--- src/rtl/wsdma_pkg.sv ---
package wsdma_pkg;
    typedef enum logic {
        ST_IDLE = 1'b0,
        ST_RUN  = 1'b1
    } dma_st_e;
endpackage

--- src/rtl/wsdma_len2words.sv ---
// Converts a byte count to a whole-word count, rounding up; zero maps to one word.
module wsdma_len2words #(
    parameter int LEN_W  = 14,
    parameter int WCNT_W = 12,
    parameter int OFS_W  = 2
) (
    input  logic [LEN_W-1:0]  len_i,
    output logic [WCNT_W-1:0] words_o
);
    localparam logic [LEN_W:0] ROUND = (LEN_W+1)'((1 << OFS_W) - 1);

    logic [LEN_W:0] sum;

    always_comb begin
        sum = {1'b0, len_i} + ROUND;
        if (len_i == '0) begin
            words_o = WCNT_W'(1);
        end else begin
            words_o = WCNT_W'(sum >> OFS_W);
        end
    end
endmodule

--- src/rtl/wsdma_addr_step.sv ---
// Next bus address: fixed for port access, otherwise one word further.
module wsdma_addr_step #(
    parameter int ADDR_W = 32,
    parameter int BPW    = 4
) (
    input  logic [ADDR_W-1:0] cur_i,
    input  logic              fixed_i,
    output logic [ADDR_W-1:0] nxt_o
);
    always_comb begin
        if (fixed_i) begin
            nxt_o = cur_i;
        end else begin
            nxt_o = cur_i + ADDR_W'(BPW);
        end
    end
endmodule

--- src/rtl/wsdma_ack_timer.sv ---
// Counts strobe cycles without a response and flags expiry on the last allowed one.
module wsdma_ack_timer #(
    parameter int TMO_W = 16
) (
    input  logic             clk,
    input  logic             rst_n,
    input  logic             active_i,
    input  logic             resp_i,
    input  logic [TMO_W-1:0] limit_i,
    output logic             expire_o
);
    logic [TMO_W-1:0] cnt_d, cnt_q;

    always_comb begin
        expire_o = active_i && !resp_i && (limit_i != '0) &&
                   (cnt_q == limit_i - TMO_W'(1));
        if (active_i && !resp_i && !expire_o) begin
            cnt_d = cnt_q + TMO_W'(1);
        end else begin
            cnt_d = '0;
        end
    end

    always_ff @(posedge clk or negedge rst_n) begin
        if (!rst_n) begin
            cnt_q <= '0;
        end else begin
            cnt_q <= cnt_d;
        end
    end
endmodule

--- src/rtl/wb_stream_dma.sv ---
// Executes one read or write command as a series of single-word bus cycles.
module wb_stream_dma #(
    parameter int ADDR_W    = 32,
    parameter int DATA_W    = 32,
    parameter int MAX_BYTES = 8192,
    parameter int TMO_W     = 16,
    parameter int LEN_W     = $clog2(MAX_BYTES) + 1,
    parameter int SEL_W     = DATA_W / 8
) (
    input  logic              clk,
    input  logic              rst_n,
    input  logic [TMO_W-1:0]  tmo_limit,
    input  logic              cmd_valid,
    output logic              cmd_ready,
    input  logic              cmd_write,
    input  logic              cmd_fixed,
    input  logic [ADDR_W-1:0] cmd_addr,
    input  logic [LEN_W-1:0]  cmd_len,
    input  logic              wd_valid,
    output logic              wd_ready,
    input  logic [DATA_W-1:0] wd_data,
    output logic              rd_valid,
    input  logic              rd_ready,
    output logic [DATA_W-1:0] rd_data,
    output logic              done,
    output logic              done_err,
    output logic              wb_cyc_o,
    output logic              wb_stb_o,
    output logic              wb_we_o,
    output logic [SEL_W-1:0]  wb_sel_o,
    output logic [ADDR_W-1:0] wb_adr_o,
    output logic [DATA_W-1:0] wb_dat_o,
    input  logic [DATA_W-1:0] wb_dat_i,
    input  logic              wb_ack_i,
    input  logic              wb_err_i
);
    import wsdma_pkg::*;

    localparam int BPW    = DATA_W / 8;
    localparam int OFS_W  = $clog2(BPW);
    localparam int WCNT_W = $clog2(MAX_BYTES / BPW) + 1;

    typedef struct packed {
        dma_st_e            st;
        logic               we;
        logic               fixed;
        logic [ADDR_W-1:0]  adr;
        logic [WCNT_W-1:0]  left;
        logic               stb;
        logic [DATA_W-1:0]  wdat;
        logic               rdv;
        logic [DATA_W-1:0]  rdat;
        logic               done;
        logic               err;
    } regs_t;

    regs_t d, q;

    logic [WCNT_W-1:0] cmd_words;
    logic [ADDR_W-1:0] adr_next;
    logic              tmo_expire;

    wsdma_len2words #(
        .LEN_W (LEN_W),
        .WCNT_W(WCNT_W),
        .OFS_W (OFS_W)
    ) u_len (
        .len_i  (cmd_len),
        .words_o(cmd_words)
    );

    wsdma_addr_step #(
        .ADDR_W(ADDR_W),
        .BPW   (BPW)
    ) u_step (
        .cur_i  (q.adr),
        .fixed_i(q.fixed),
        .nxt_o  (adr_next)
    );

    wsdma_ack_timer #(
        .TMO_W(TMO_W)
    ) u_tmo (
        .clk     (clk),
        .rst_n   (rst_n),
        .active_i(q.stb),
        .resp_i  (wb_ack_i || wb_err_i),
        .limit_i (tmo_limit),
        .expire_o(tmo_expire)
    );

    always_comb begin
        d      = q;
        d.done = 1'b0;
        d.err  = 1'b0;

        if (q.rdv && rd_ready) begin
            d.rdv = 1'b0;
        end

        unique case (q.st)
            ST_IDLE: begin
                if (cmd_valid) begin
                    d.st    = ST_RUN;
                    d.we    = cmd_write;
                    d.fixed = cmd_fixed;
                    d.adr   = cmd_addr;
                    d.left  = cmd_words;
                end
            end
            ST_RUN: begin
                if (!q.stb) begin
                    if (q.we) begin
                        if (wd_valid) begin
                            d.stb  = 1'b1;
                            d.wdat = wd_data;
                        end
                    end else if (!q.rdv) begin
                        d.stb = 1'b1;
                    end
                end else if (wb_err_i || tmo_expire) begin
                    d.stb  = 1'b0;
                    d.st   = ST_IDLE;
                    d.done = 1'b1;
                    d.err  = 1'b1;
                end else if (wb_ack_i) begin
                    d.stb  = 1'b0;
                    d.left = q.left - WCNT_W'(1);
                    d.adr  = adr_next;
                    if (!q.we) begin
                        d.rdat = wb_dat_i;
                        d.rdv  = 1'b1;
                    end
                    if (q.left == WCNT_W'(1)) begin
                        d.st   = ST_IDLE;
                        d.done = 1'b1;
                    end
                end
            end
            default: d.st = ST_IDLE;
        endcase
    end

    always_ff @(posedge clk or negedge rst_n) begin
        if (!rst_n) begin
            q <= '0;
        end else begin
            q <= d;
        end
    end

    assign cmd_ready = (q.st == ST_IDLE);
    assign wd_ready  = (q.st == ST_RUN) && q.we && !q.stb;
    assign rd_valid  = q.rdv;
    assign rd_data   = q.rdat;
    assign done      = q.done;
    assign done_err  = q.err;
    assign wb_cyc_o  = (q.st == ST_RUN);
    assign wb_stb_o  = q.stb;
    assign wb_we_o   = q.we;
    assign wb_sel_o  = '1;
    assign wb_adr_o  = q.adr;
    assign wb_dat_o  = q.wdat;
endmodule

--- config.mk ---
export PLATFORM = sky130hd
export DESIGN_NAME = wb_stream_dma
export DESIGN_NICKNAME = d
export VERILOG_FILES = /design/src/rtl/wsdma_pkg.sv /design/src/rtl/wsdma_len2words.sv /design/src/rtl/wsdma_addr_step.sv /design/src/rtl/wsdma_ack_timer.sv /design/src/rtl/wb_stream_dma.sv
export SDC_FILE = /design/constraint.sdc
export NUM_CORES = 1
export LEC_CHECK = 0
export BUFFER_PORTS_ARGS = -buffer_cell sky130_fd_sc_hd__buf_2
export CORE_ASPECT_RATIO = 0.7
export CORE_MARGIN = 10
export CORE_UTILIZATION = 43
export CTS_BUF_LIST = sky130_fd_sc_hd__clkbuf_4
export DETAILED_ROUTE_END_ITERATION = 6
export PLACE_DENSITY = 0.65
export REMOVE_ABC_BUFFERS = 1
export SLEW_MARGIN = 20
export SYNTH_ARGS = -nofsm -noshare
export SYNTH_HDL_FRONTEND = slang
export SYNTH_HIERARCHICAL = 1
export SYNTH_SLANG_ARGS = --single-unit
--- constraint.sdc ---
create_clock -name clk -period 3.1 [get_ports clk]
set_input_delay 0.775 -clock clk [delete_from_list [all_inputs] [get_ports clk]]
set_output_delay 0.775 -clock clk [all_outputs]
set_load 0.01 [all_outputs]
==> flow_summary.toml <==
[setup_path]
sort_of_element_at_the_end_of_the_critical_path = "register"
ff2ff_path_depth = 12
arrival_ns = 3.50
regToRegStartpoint = "wb_stb_o"
timing_worst_setup_path_type = "input port to register"
startpoint_type = "input port"
cp_data_required_time_ns = 3.54
crit_path_max_fanout = 32
worstSetupStartpoint = "tmo_limit[1]"

[global_routing]
global_route.peak_usage_layer = "met2"
grt_start_max_net_pins = 58
grt_antenna_before_repair = 0
gr-usage-met1 = 0.224
grt_pass1_vias = 6359
final_global_route_overflow_total = 0
global_route.usage.met2 = 0.263
globalRouteMet3Util = 0.0579
wire_length_of_the_first_global_routing_pass_mm = 33.9
grt_usage = 0.170

[status]
run_status = "finished, final reports clean"

[power_and_ir_drop]
clock_power_share = 0.180
p_seq_frac = 0.420
total_switching_power_uw = 2880
power.combinational.fraction = 0.400
vdd_drop_max_uv = 463
cellInternalPower_uw = 4450
cellPowerDensity_mw_per_mm2 = 791
switching_share = 0.393
leakagePower_uw = 0.00441

[synth]
synth_top_family_by_area = "simple AND/OR/NAND/NOR gates"
synth_sequential_area_ratio = 0.417
synth_cells = 796
synth-seq-cells = 131
synthSimpleGateAreaFrac = 0.176
post_synth_xor_area_fraction = 0.0835
netlist_area_sq_mm = 0.00787
synth-adder-area-share = 0.0110
synth_enable_flop_cells = 0
synthMuxAreaShare = 0.0943
synthesis.yosys.warnings = 6
postSynthAreaPerCell_sq_um = 9.89
netlist-cell-type-count = 65
ys.flop_type = "sky130_fd_sc_hd__dfrtp_1"
synth-compound-area-share = 0.0940
synth-async-reset-ratio = 1.00

[layout]
drive_above_1_share = 0.426
flow.area_growth_from_synthesis_pct = 17.6
diodes = 0
design_area_sq_mm = 0.00926
finish.cell_count_without_fillers = 1226
nNetsFinal = 1118
final_core_utilization = 0.514

[floorplanning]
starting_density_of_the_core = 0.437
coreArea_sq_mm = 0.0180
floorplan.rows = 41
die_span_in_y_um = 133
chipWidth_um = 182
ioPinCount = 243
die_outline_area_sq_mm = 0.0242

[route]
drt_drc_violations_left = 0
route.final.wire_length_mm = 21.0
vias = 6253
initial_drt_pass_iterations = 5
detailed_route_iter0_violations = 403
routed_via_density = 5.10
drt-wirelength-per-cell_um = 17.1
ant_nets = 0

[cts]
post_cts_hold_buffer_count = 0
worst_setup_hold_path_clk_slew_ns = 0.13
worstSkewPairLatency_ns = 0.55
cts-root-buf = "sky130_fd_sc_hd__clkbuf_4"
htreeDepth = 4
resized_gates_after_cts = 0
clkSinkCount = 131
deepest_clock_path_buffer_count = 2
post-cts-setup-buffers = 0
cts_inserted_buffers = 17
cts_tree = "done"

[sta]
final_max_slew_viol_count = 0
post-route-period-util = 0.986
grt_setup_unrepaired = "false"
holdWs_ns = 0.184
normalized_max_slew_margin = 0.614
setup_violation_total_in_the_final_timing_report = 0
clock_skew_ns = 0.0210
fmax_mhz = 327
finalHoldViolCount = 0
min_period_ns = 3.06
worst-slew-pin-transition_ns = 0.578

[flow_run]
max_cap_violation_count = 0

[placed_design]
dpl_cell_area_sq_mm = 0.00892
place_congestion = 0.854
place_hpwl_mm = 16.3
port_buffers = 238
numPlacedInstances = 1194

[hold_path]
min-delay-path-class = "input port to asynchronous set/reset pin"
-- synthesized netlist by cell type, types with 5 or more instances --
library cell,number,area (sq um)
sky130_fd_sc_hd__or3_1,5,31.3
sky130_fd_sc_hd__dfrtp_1,131,3280
sky130_fd_sc_hd__and2_1,5,31.3
sky130_fd_sc_hd__and3_1,7,43.8
sky130_fd_sc_hd__mux2_2,65,732
sky130_fd_sc_hd__nor2_1,29,109
sky130_fd_sc_hd__nor4_1,15,93.8
sky130_fd_sc_hd__a21oi_2,10,87.6
sky130_fd_sc_hd__nand4_1,19,119
sky130_fd_sc_hd__nand2_1,114,428
sky130_fd_sc_hd__buf_2,7,35.0
sky130_fd_sc_hd__a21oi_1,11,55.1
sky130_fd_sc_hd__ha_1,6,75.1
sky130_fd_sc_hd__a22oi_1,34,255
sky130_fd_sc_hd__o21ai_0,11,55.1
sky130_fd_sc_hd__nand3_1,24,120
sky130_fd_sc_hd__xnor2_1,50,438
sky130_fd_sc_hd__xor2_1,25,219
sky130_fd_sc_hd__nor3b_1,5,37.5
sky130_fd_sc_hd__inv_1,18,67.6
sky130_fd_sc_hd__nor3_1,15,75.1
sky130_fd_sc_hd__clkbuf_1,17,63.8
sky130_fd_sc_hd__buf_4,102,766
-- critical path, stage by stage --
cell and delay [ns]:
sky130_fd_sc_hd__buf_2 0.11, sky130_fd_sc_hd__or3_4 0.40, sky130_fd_sc_hd__or3_4 0.38, sky130_fd_sc_hd__maj3_2 0.30, sky130_fd_sc_hd__a211o_1 0.30, sky130_fd_sc_hd__o21ai_0 0.09
sky130_fd_sc_hd__nor2_1 0.12, sky130_fd_sc_hd__nor2_2 0.20, sky130_fd_sc_hd__nand2_2 0.10, sky130_fd_sc_hd__nor2_4 0.11, sky130_fd_sc_hd__buf_12 0.21, sky130_fd_sc_hd__mux2_2 0.37
-- cell type report --
class	instances	area, sq um
Fill cell	1694	8750
Timing Repair Buffer	291	1640
Tap cell	236	295
Clock buffer	17	128
Multi-Input combinational cell	518	3660
Clock inverter	15	194
Inverter	18	67.6
Sequential cell	131	3280
-- power groups by stage --
stage / Combinational [uW] / Sequential [uW] / Clock (uW)
2_1_floorplan: 1340 / 3310 / 0
3_3_place_gp: 2910 / 3070 / 0
3_5_place_dp: 2960 / 3110 / 0
4_1_cts: 2970 / 3080 / 1370
5_1_grt: 3220 / 3200 / 1440
6_report: 2930 / 3070 / 1320
-- path summary, 6_finish.rpt --
| path | slack [ns] | to |
|---|---|---|
| max reg2reg | 0.39 | wb_adr_o[20] |
| max in group asynchronous | 2.21 | q[69] |
| min reg2reg | 0.52 | rd_data[13] |
| max | 0.04 | rd_data[18] |
| min | 0.18 | rd_data[1] |
| min in group clk | 0.43 | q[112] |
-- flip-flops by register name, indices dropped and copies added, names as in the netlist --
name	flops
u_tmo/cnt_q	16
rd_data	32
wb_cyc_o	1
done	1
done_err	1
wb_adr_o	32
wb_we_o	1
wb_stb_o	1
wb_dat_o	32
rd_valid	1
q	13
-- cell usage in the layout (no fill, tap or decap), drive strengths merged, types with 11 or more instances in the layout --
cell | netlist | final
clkbuf | 17 | 17
xor2 | 25 | 25
a21oi | 21 | 21
nand3 | 27 | 27
o21ai | 11 | 11
mux2 | 65 | 65
buf | 115 | 291
dfrtp | 131 | 131
nor4 | 18 | 18
nor3 | 15 | 15
nand2 | 115 | 115
nand4 | 20 | 20
a22oi | 34 | 34
xnor2 | 50 | 50
inv | 18 | 26
nor2 | 29 | 29
-- cell families (layout without fill, tap and decap cells) --
family                   count (synthesis)  in the layout
multiplexers                            66             66
buffers and inverters                  150            341
flip-flops                             131            131
other                                    1              4
adder cells (fa/ha/maj)                  7              7
AND/OR/NAND/NOR                        270            270
XOR/XNOR                                75             75
AO/OA/AOI/OAI                           96             96
-- metrics by stage --
stage,setup TNS (ns),setup WS (ns),power [uW]
after floorplan,-91.31,-1.55,4660
after global placement,-37.87,-0.553,5980
after detailed placement,-38.37,-0.578,6070
after CTS,0,0.0352,7420
after global routing,0,0.0207,7860
final,0,0.0421,7320
-- layer usage --
metal  routed length, um  up-vias
met5                   0        -
met4                 118        0
met3                1620       11
met2                9550      203
met1                9710     2991
li1                    -     3048
Power figures use the tool's default switching activity.
